$ cat src/rtl/seqcmd_detect.sv
module seqcmd_detect #(
  parameter int ADDR_W = 17,
  parameter int CMP_W  = 16
) (
  input  logic              clk,
  input  logic              rst_n,
  input  logic              ce_n,
  input  logic              oe_n,
  input  logic              we_n,
  input  logic [ADDR_W-1:0] addr,
  input  logic              busy,
  input  logic              pwr_good,
  output logic              cmd_valid,
  output logic [1:0]        cmd_code,
  output logic              cmd_float,
  output logic              seq_abort
);
  localparam int LAST = 5;

  localparam logic [CMP_W-1:0] K_STORE  = CMP_W'(16'h8FC0);
  localparam logic [CMP_W-1:0] K_RECALL = CMP_W'(16'h4C63);
  localparam logic [CMP_W-1:0] K_AS_OFF = CMP_W'(16'h8B45);
  localparam logic [CMP_W-1:0] K_AS_ON  = CMP_W'(16'h4B46);

  function automatic logic [CMP_W-1:0] prefix(input logic [2:0] i);
    case (i)
      3'd0:    prefix = CMP_W'(16'h4E38);
      3'd1:    prefix = CMP_W'(16'hB1C7);
      3'd2:    prefix = CMP_W'(16'h83E0);
      3'd3:    prefix = CMP_W'(16'h7C1F);
      default: prefix = CMP_W'(16'h703F);
    endcase
  endfunction

  logic [2:0]       step;
  logic             rd_q, wr_q;
  logic [CMP_W-1:0] a;
  logic             hold, rd_act, wr_act, rd_evt, wr_evt;
  logic             is_cmd;
  logic [1:0]       code_n;

  assign a      = addr[CMP_W-1:0];
  assign hold   = busy | ~pwr_good;
  assign rd_act = ~ce_n & ~oe_n & we_n;
  assign wr_act = ~ce_n & ~we_n;
  assign rd_evt = rd_act & ~rd_q & ~hold;
  assign wr_evt = wr_act & ~wr_q & ~hold;

  always_comb begin
    is_cmd = 1'b1;
    code_n = 2'd0;
    case (a)
      K_STORE:  code_n = 2'd0;
      K_RECALL: code_n = 2'd1;
      K_AS_OFF: code_n = 2'd2;
      K_AS_ON:  code_n = 2'd3;
      default:  is_cmd = 1'b0;
    endcase
  end

  always_ff @(posedge clk or negedge rst_n) begin
    if (!rst_n) begin
      rd_q      <= 1'b0;
      wr_q      <= 1'b0;
      step      <= '0;
      cmd_valid <= 1'b0;
      cmd_code  <= '0;
      cmd_float <= 1'b0;
      seq_abort <= 1'b0;
    end else begin
      rd_q      <= rd_act;
      wr_q      <= wr_act;
      cmd_valid <= 1'b0;
      cmd_float <= 1'b0;
      seq_abort <= 1'b0;
      if (hold) begin
        step <= '0;
      end else if (wr_evt) begin
        step      <= '0;
        seq_abort <= (step != 3'd0);
      end else if (rd_evt) begin
        if (step == 3'(LAST) && is_cmd) begin
          step      <= '0;
          cmd_valid <= 1'b1;
          cmd_code  <= code_n;
          cmd_float <= ~code_n[1];
        end else if (step != 3'(LAST) && a == prefix(step)) begin
          step <= step + 3'd1;
        end else begin
          step      <= (a == prefix(3'd0)) ? 3'd1 : 3'd0;
          seq_abort <= (step != 3'd0);
        end
      end
    end
  end

  p_step_range_r2: assert property (@(posedge clk) disable iff (!rst_n)
    step <= 3'(LAST));
  p_single_pulse_r9: assert property (@(posedge clk) disable iff (!rst_n)
    cmd_valid |=> !cmd_valid);
  p_valid_needs_full_run_r9: assert property (@(posedge clk) disable iff (!rst_n)
    cmd_valid |-> $past(step) == 3'(LAST));
  p_no_abort_with_cmd_r7: assert property (@(posedge clk) disable iff (!rst_n)
    !(cmd_valid && seq_abort));
  p_hold_quiet_r8: assert property (@(posedge clk) disable iff (!rst_n)
    hold |=> (!cmd_valid && !seq_abort && step == 3'd0));
  p_write_clears_r6: assert property (@(posedge clk) disable iff (!rst_n)
    wr_evt |=> (step == 3'd0 && !cmd_valid));
  p_float_store_recall_r10: assert property (@(posedge clk) disable iff (!rst_n)
    cmd_float |-> (cmd_valid && !cmd_code[1]));
endmodule

$ cat config.mk
export PLATFORM = sky130hd
export DESIGN_NAME = seqcmd_detect
export DESIGN_NICKNAME = d
export VERILOG_FILES = /design/src/rtl/seqcmd_detect.sv
export SDC_FILE = /design/constraint.sdc
export NUM_CORES = 1
export LEC_CHECK = 0
export BUFFER_PORTS_ARGS = -buffer_cell sky130_fd_sc_hd__buf_2
export CAP_MARGIN = 25
export CORE_MARGIN = 2
export CORE_UTILIZATION = 26
export DETAILED_ROUTE_END_ITERATION = 10
export PLACE_DENSITY = 0.48
export SLEW_MARGIN = 20
export SYNTH_ARGS = -nofsm -noshare
export SYNTH_HDL_FRONTEND = slang
export SYNTH_SLANG_ARGS = --single-unit
$ cat constraint.sdc
create_clock -name clk -period 2.35 [get_ports clk]
set_input_delay 0.235 -clock clk [delete_from_list [all_inputs] [get_ports clk]]
set_output_delay 0.235 -clock clk [all_outputs]
set_load 0.005 [all_outputs]
# Word-level counts from Yosys, hierarchy flattened

Index checks and enable logic that the tools add are counted.

Add/subtract/negate cells: 1
Equal/unequal tests: 11
Multiplexer cells: 26
Bitwise gates (word level): 17
Reduce and logical (&&, ||, !) cells: 7

Operator list:

| kind                                                                     | count |
|---|---|
| 16-bit two-way mux                                                       | 4 |
| 16-bit case mux with 4 select lines                                      | 1 |
| 16-bit by 15-bit equality test with 1-bit output (second input constant) | 3 |
| 16-bit equality test (second input constant)                             | 2 |
| 16-bit equality test                                                     | 1 |
| 1-bit two-way mux                                                        | 15 |
| 3-bit two-way mux                                                        | 5 |
| 1-bit NOT                                                                | 9 |
| 1-bit bitwise AND                                                        | 7 |
| 3-bit by 2-bit equality test with 1-bit output (second input constant)   | 2 |
| 2-bit case mux with 3 select lines                                       | 1 |
| 3-bit nonzero test                                                       | 2 |
| 4-bit AND reduction                                                      | 1 |
| 4-bit OR reduction                                                       | 1 |
| 3-bit by 1-bit adder with 3-bit output (second input constant)           | 1 |
| 3-bit by 1-bit equality test with 1-bit output (second input constant)   | 1 |
| 3-bit equality test (second input constant)                              | 1 |
| 3-bit logical NOT                                                        | 1 |
| 3-bit inequality test (second input constant)                            | 1 |
| 1-bit logical AND                                                        | 2 |
| 1-bit bitwise OR                                                         | 1 |

Flip-flop bits (word level): 10
Bits of input ports: 24
Output and inout bits: 5
Logic and storage cells: 69

# Depth between registers and ports, before layout

Gate-level depths: netlist of run 1.

Depth after elaboration: 15
Gate-level depth with buffers: 8
Depth with buffers taken out: 7

# Worst setup path before layout of run 1

OpenSTA, ideal clock, no wires.

Kind: register -> register
Start point: register step[0]
End point: register step[0]
Library setup time: 0.124 ns
Data arrival time: 1.895 ns
Data required time: 2.226 ns
Setup slack: 0.331 ns
Stages on the path, launching flop included: 8
Buffers on the path: 0
Cells stage by stage: dfrtp_1 ha_1 ha_1 or4_1 a21oi_1 o22ai_1 o31a_1 o31a_1

Longest elaborated chain between the ends: 13

Ends and longest elaborated chain:

| item                                                                         | line | source |
|---|---|---|
| start, declared                                                              | 35   | `logic [2:0] step;` |
| start signal, assigned                                                       | 88   | `step <= step + 3'd1;` |
| start signal, assigned                                                       | 90   | `step <= (a == prefix(3'd0)) ? 3'd1 : 3'd0;` |
| 3-bit by 2-bit equality test with 1-bit output, or another cell as far along | 26   | `case (i)` |
| 16-bit case mux with 4 select lines                                          | 26   |  |
| 16-bit two-way mux                                                           | 82   | `if (step == 3'(LAST) && is_cmd) begin` |
| 16-bit two-way mux                                                           | 81   | `end else if (rd_evt) begin` |
| 16-bit two-way mux                                                           | 78   | `end else if (wr_evt) begin` |
| 16-bit two-way mux                                                           | 76   | `if (hold) begin` |
| 16-bit equality test                                                         | 87   | `end else if (step != 3'(LAST) && a == prefix(step)) begin` |
| 1-bit logical AND                                                            | 87   |  |
| 3-bit two-way mux                                                            | 87   |  |
| 3-bit two-way mux *                                                          | 82   |  |
| 3-bit two-way mux *                                                          | 81   |  |
| 3-bit two-way mux *                                                          | 78   |  |
| 3-bit two-way mux *                                                          | 76   |  |

Every way passes the cells marked *; elsewhere a longest branch is shown, timed or not. The select of a mux whose other input is x is not followed.
A chain may end at the register's enable or synchronous reset.

# Worst setup path after layout of run 1

Start point: register step[1]
End point: register step[0]

Same word-level chain as after synthesis.

==> results of run 1 <==
==> cells in the mapped netlist, types with 2 or more instances <==
cell	n	share of area, %
nor4_1	3	1.9
ha_1	5	6.4
nor3b_1	3	2.3
buf_6	2	2.3
o2111ai_1	2	1.8
o31a_1	2	1.8
a21oi_1	3	1.5
or4_1	2	1.5
nand4b_1	2	1.8
nand3_1	3	1.5
nand2_1	10	3.9
o22ai_1	2	1.3
nor2_1	10	3.9
and4b_2	2	2.3
nor3_1	7	3.6
nor4bb_1	3	3.1
o21ai_0	2	1.0
mux2i_1	4	4.1
or3_1	4	2.6
or2_2	2	1.3
inv_1	5	1.9
dfrtp_1	10	26
==> critical path, delay by kind of cell, from the launching register on <==
family | cells | cell delay, ns
AO/OA/AOI/OAI | 4 | 0.80
adder cells (fa/ha/maj) | 2 | 0.45
AND/OR/NAND/NOR | 1 | 0.42
flip-flops | 1 | 0.41
==> cells in the final DEF, fill, tap and decap left out, drive strengths merged, types with 2 or more instances in the layout <==
cell and instances:
nor4b 2, a21oi 4, nor3 7, inv 5
o22ai 2, nand4b 2, nor2 10, buf 29
or4 2, mux2i 4, nand3 3, nor4 4
ha 5, nor3b 3, nand2 10, nor4bb 3
or2 3, o21ai 2, or3 4, o2111ai 2
and4b 3, clkbuf 3, dfrtp 10, o31a 2
==> sequential cells by signal, indices dropped and copies added (netlist names) <==
signal and flops:
cmd_code 2, cmd_float 1, wr_q 1, cmd_valid 1, step 3, rd_q 1
seq_abort 1
==> repair_timing <==
action	CTS	global route
endpoints found under the setup margin	0	1
hold endpoints to repair	10	0
resized for setup	0	1
hold buffers	1	0
==> power by group <==
part | switching, mW | internal [mW] | leakage (nW)
combinational | 0.0408 | 0.0326 | 0.345
clock | 0.0586 | 0.111 | 0.0216
sequential | 0.000655 | 0.174 | 0.133
==> final cells by class <==
type / instances / area [um2] / share of cell area [%]
clock buffer: 3 / 41.3 / 3.40
multi-input combinational: 94 / 684 / 56.3
inverter: 5 / 18.8 / 1.54
tap: 48 / 60.1 / 4.94
sequential: 10 / 250 / 20.6
timing repair buffer: 30 / 160 / 13.2
==> per-layer routing <==
layer	track usage [%]	vias up	part of all wire, %
met1	16.5	458	48
met3	1.03	4	5.9
met4	6.25	0	1.0
met2	21.0	31	45
li1	-	495	-
met5	0	-	0
==> how the worst min path moves through the flow <==
stage	startpoint	end	slack, ns	cells after the start
3_5_place_dp	rst_n	wr_q$_DFF_PN0_	0.11	1
2_1_floorplan	rst_n	cmd_code[0]$_DFFE_PN0P_	-0.06	0
4_1_cts	oe_n	rd_q$_DFF_PN0_	0.19	2
5_1_grt	oe_n	rd_q$_DFF_PN0_	0.20	2
3_3_place_gp	rst_n	rd_q$_DFF_PN0_	0.11	1
6_report	oe_n	rd_q$_DFF_PN0_	0.19	2
==> stage by stage <==
step	std cells	utilization, %
floorplan	111	-
global placement	186	31.9
detailed placement	186	31.9
CTS	190	33.3
global route	190	33.4
finish	190	33.4
==> cells by family (layout without fill, tap and decap cells) <==
kind of cell / after synthesis / after routing / synth area share, %
buf+inv: 7 / 38 / 4.25
compound gates: 21 / 21 / 16.2
flops: 10 / 10 / 25.8
xor+xnor: 1 / 1 / 0.902
mux: 5 / 5 / 5.28
fa+ha+maj: 5 / 5 / 6.44
simple gates: 62 / 62 / 41.1
==> impl_metrics.csv, run 1 <==
group,metric,value,unit
detailed_routing,ant_nets,0,
placed_design,pre_cts_slack,0.162,ns
clock_network,cts_made_buffers,3,
sta,holdWs,0.189,ns
synth,synth_edf_count,0,
critical_path,crit_path_end_kind,"register",
critical_path,crit_start,"step[1]$_DFFE_PN0P_",
critical_path,critPathMaxFanout,6,
synth,ys_seq_area_share,25.8,%
synth,async_flop_share,100,%
synth,synth.avg_cell_area,8.75,um2
power_and_ir_drop,vdd_drop_max,0.328,mV
sta,worstMarginPinSlew,0.473,ns
global_routing,antenna_found_initial,0,
global_routing,grt_max_degree,13,
sta,fin_crit_sh,93.3,%
detailed_routing,wire_per_inst,13.1,um
clock_network,cts_buffer_depth,2,
power_and_ir_drop,p_total,0.419,mW
synth,syn_area,971,um2
sta,fin_crit,2.19,ns
critical_path,startpoint_type,"register",
critical_path,cp.required,2.46,ns
placed_design,place_congestion,0.832,
critical_path,crit_type,"register to register",
floorplanning,die_area,0.00424,mm2
layout,diodes,0,
power_and_ir_drop,p_leak,0.500,nW
layout,fin_nets,173,
synth,ys_ff_latch,10,
sta,clock.fmax,456,MHz
critical_path,r2r_setup_slack,0.16,ns
synth,syn_nets,140,
critical_path,cp.arrival,2.31,ns
layout,fillers,404,
detailed_routing,dr.pass1.iters,4,
detailed_routing,route.detailed.drc,0,
global_routing,grt_pass1_vias,955,
critical_path,ff2ff_path_depth,7,
detailed_routing,via_per_inst,5.20,
clock_network,clock_latency,0.23,ns
sta,relSlewSlack,68.0,%
critical_path,slowest_delay,0.42,ns
sta,setup_tns,0,ns
floorplanning,io-pin-count,29,
floorplanning,start_util,26.7,%
sta,maxSlewViolCount,0,
critical_path,rr_startpoint,"step[1]$_DFFE_PN0P_",
placed_design,port_buffers,27,
outcome,run_status,"finished clean",
detailed_routing,finalWirelength,2.48,mm
clock_network,cts.clk_slew.worst_paths,0.04,ns
synth,synth_cell_types,45,
detailed_routing,route.vias.total,988,
placed_design,placed_area,0.00116,mm2
clock_network,cts.sink_count,10,
synth,synthCells,111,
synth,ys_warn_count,0,
global_routing,track_usage,12.6,%
clock_network,cts_tree,"yes",
floorplanning,fp.dieW,65.1,um
floorplanning,row_count,22,
clock_network,cts-htree-levels,1,
sta,fin_worst_skew,0.000759,ns
clock_network,cts_setup_buffers,0,
detailed_routing,drtIter0Drc,49,
synth,synth-main-ff-cell,"dfrtp_1",
layout,drive_gt1_share,30.3,%
floorplanning,core,0.00363,mm2
layout,stdcell_area,0.00121,mm2
critical_path,r2r_end,"step[0]$_DFFE_PN0P_",
sta,fin_ws,0.158,ns
global_routing,grt_pass1_wl,4.17,mm
critical_path,endpoint,"step[0]$_DFFE_PN0P_",
critical_path,cp_slowest_cell,"or4_1",
hold_path,hold_class,"primary input to register",
global_routing,overflow,0,
sta,setup_viol,0,
sta,hold_viol,0,
power_and_ir_drop,p_per_area,344,mW/mm2
floorplanning,die_h,65.1,um
sta,rsz0062_at_grt,"false",
layout,area.growth.synth_to_final,25.1,%
placed_design,place_hpwl,2.00,mm
flow_run,maxCapViolCount,0,
critical_path,path_cells,"ha_1 -> ha_1 -> or4_1 -> a21oi_1 -> o22ai_1 -> o31a_1 -> o31a_1",
clock_network,cts_root_buf,"clkbuf_8",
(Power assumes the default switching activity.)
==> run 2, diff against run 1 <==
- RECOVER_POWER: unset -> 25
==> impl_metrics.csv, run 2 (same netlist as run 1, synthesis figures left out) <==
group,metric,value,unit
outcome,run_status,"finished clean",
global_routing,met1_usage,16.5,%
global_routing,overflow,0,
sta,rsz0062_at_grt,"false",
hold_path,holdPathEnd,"rd_q$_DFF_PN0_",
placed_design,port_buffers,27,
clock_network,cts_root_buf,"clkbuf_8",
hold_path,hold_class,"primary input to register",
detailed_routing,ant_nets,0,
layout,fin_nets,173,
power_and_ir_drop,intPower,0.318,mW
sta,hold_viol,0,
clock_network,cts_buffer_depth,2,
sta,fin_crit,2.19,ns
sta,fin_ws,0.158,ns
power_and_ir_drop,share_comb_of_total_power,17.5,%
layout,top_register,"step",
detailed_routing,wire_per_inst,13.1,um
clock_network,cts_made_buffers,3,
power_and_ir_drop,vdd_drop_max,0.327,mV
sta,worstMarginPinSlew,0.544,ns
sta,maxSlewViolCount,0,
critical_path,startpoint_type,"register",
power_and_ir_drop,pwr-share-seq,41.9,%
global_routing,grt.busiest_layer,"met2",
sta,fin_worst_skew,0.000749,ns
flow_run,maxCapViolCount,0,
critical_path,slowest_delay,0.42,ns
layout,stdcell_area,0.00121,mm2
placed_design,pre_cts_slack,0.162,ns
power_and_ir_drop,p_per_area,345,mW/mm2
clock_network,cts.clk_slew.worst_paths,0.04,ns
clock_network,cts.sink_count,10,
hold_path,holdPathStages,2,
global_routing,grt_pass1_wl,4.17,mm
detailed_routing,route.vias.total,988,
detailed_routing,via_per_inst,5.20,
power_and_ir_drop,power.share.clock,40.7,%
layout,diodes,0,
floorplanning,io-pin-count,29,
sta,fin_crit_sh,93.3,%
layout,drive_gt1_share,28.9,%
placed_design,place_hpwl,2.00,mm
layout,largest_register_ffs,3,
floorplanning,fp.dieW,65.1,um
detailed_routing,finalWirelength,2.48,mm
critical_path,r2r_end,"step[0]$_DFFE_PN0P_",
global_routing,grt_pass1_vias,955,
power_and_ir_drop,netSwitchingPower,0.100,mW
detailed_routing,route.detailed.drc,0,
critical_path,critPathMaxFanout,6,
clock_network,cts_tree,"yes",
floorplanning,row_count,22,
power_and_ir_drop,p_total,0.418,mW
clock_network,cts-htree-levels,1,
placed_design,placed_area,0.00116,mm2
layout,fin_cells,190,
critical_path,rr_startpoint,"step[1]$_DFFE_PN0P_",
clock_network,clock_latency,0.23,ns
placed_design,place_congestion,0.832,
sta,clock.fmax,456,MHz
critical_path,crit_path_end_kind,"register",
floorplanning,core,0.00363,mm2
critical_path,cp.required,2.46,ns
critical_path,r2r_setup_slack,0.16,ns
critical_path,cp.arrival,2.31,ns
global_routing,grt_max_degree,13,
sta,setup_tns,0,ns
global_routing,track_usage,12.6,%
critical_path,crit_type,"register to register",
power_and_ir_drop,p_leak,0.494,nW
global_routing,grtUsageMet3,1.03,%
power_and_ir_drop,sw_frac_of_total,23.9,%
sta,setup_viol,0,
global_routing,antenna_found_initial,0,
hold_path,hp-start,"oe_n",
critical_path,ff2ff_path_depth,7,
global_routing,gr-usage-met2,21.0,%
critical_path,crit_buf_inv,0,
layout,fillers,404,
floorplanning,die_area,0.00424,mm2
detailed_routing,dr.pass1.iters,4,
placed_design,dpl.cell_count,186,
critical_path,cp_slowest_cell,"or4_1",
layout,final_cell_mix,"25 x buf_2, 10 x nor2_1, 10 x nand2_1, 10 x dfrtp_1, 6 x nor3_1",
layout,mostFrequentLayoutCell,"buf_2",
critical_path,path_cells,"ha_1 -> ha_1 -> or4_1 -> a21oi_1 -> o22ai_1 -> o31a_1 -> o31a_1",
detailed_routing,drtIter0Drc,49,
floorplanning,die_h,65.1,um
sta,relSlewSlack,63.8,%
floorplanning,start_util,26.7,%
critical_path,path_delay_family,"compound AO/OA/AOI/OAI gates",
layout,reg.largest.list,"step: 3 flops, cmd_code: 2 flops",
layout,area.growth.synth_to_final,24.9,%
## run 2: power groups by stage
stage          clock (mW)  sequential [mW]  combinational [mW]
2_1_floorplan           0            0.177              0.0297
3_3_place_gp            0            0.177              0.0701
3_5_place_dp            0            0.178              0.0716
4_1_cts             0.179            0.175              0.0733
5_1_grt             0.188            0.175              0.0812
6_report            0.170            0.175              0.0730
## run 2: metal layers
layer  vias up  share of wire (%)
li1        495                  -
met1       458                 48
met2        31                 45
met3         4                5.9
met4         0                1.0
met5         -                  0
## run 2: worst max path at each step
stage / slack (ns) / endpoint / start / cells after the start
2_1_floorplan: 0.33 / step[0]$_DFFE_PN0P_ / step[0]$_DFFE_PN0P_ / 7
3_3_place_gp: 0.17 / seq_abort$_DFF_PN0_ / step[0]$_DFFE_PN0P_ / 7
3_5_place_dp: 0.16 / step[0]$_DFFE_PN0P_ / step[0]$_DFFE_PN0P_ / 7
4_1_cts: 0.15 / seq_abort$_DFF_PN0_ / step[0]$_DFFE_PN0P_ / 7
5_1_grt: 0.03 / step[0]$_DFFE_PN0P_ / step[1]$_DFFE_PN0P_ / 7
6_report: 0.16 / step[0]$_DFFE_PN0P_ / step[1]$_DFFE_PN0P_ / 7
## run 2: layout make-up
| type | instances | area [um2] | area share (%) |
|---|---|---|---|
| multi-input cells | 94 | 684 | 56.5 |
| well taps | 48 | 60.1 | 4.95 |
| repair buffers | 30 | 158 | 13.0 |
| inverters | 5 | 18.8 | 1.55 |
| flip-flops and latches | 10 | 250 | 20.6 |
| clock buffers | 3 | 41.3 | 3.41 |
## run 2: per-stage QoR
| step | util (%) | hold WS (ns) |
|---|---|---|
| 2_1_floorplan | - | -0.0606 |
| 3_3_place_gp | 31.9 | 0.107 |
| 3_5_place_dp | 31.9 | 0.111 |
| 4_1_cts | 33.3 | 0.186 |
| 5_1_grt | 33.4 | 0.197 |
| 6_report | 33.4 | 0.190 |
## run 2: repair_timing
action / in CTS / in global routing
hold buffers: 1 / 0
resized for setup: 0 / 1
setup endpoints to repair: 0 / 1
endpoints found under the hold margin: 10 / 0
setup buffers: 0 / 0
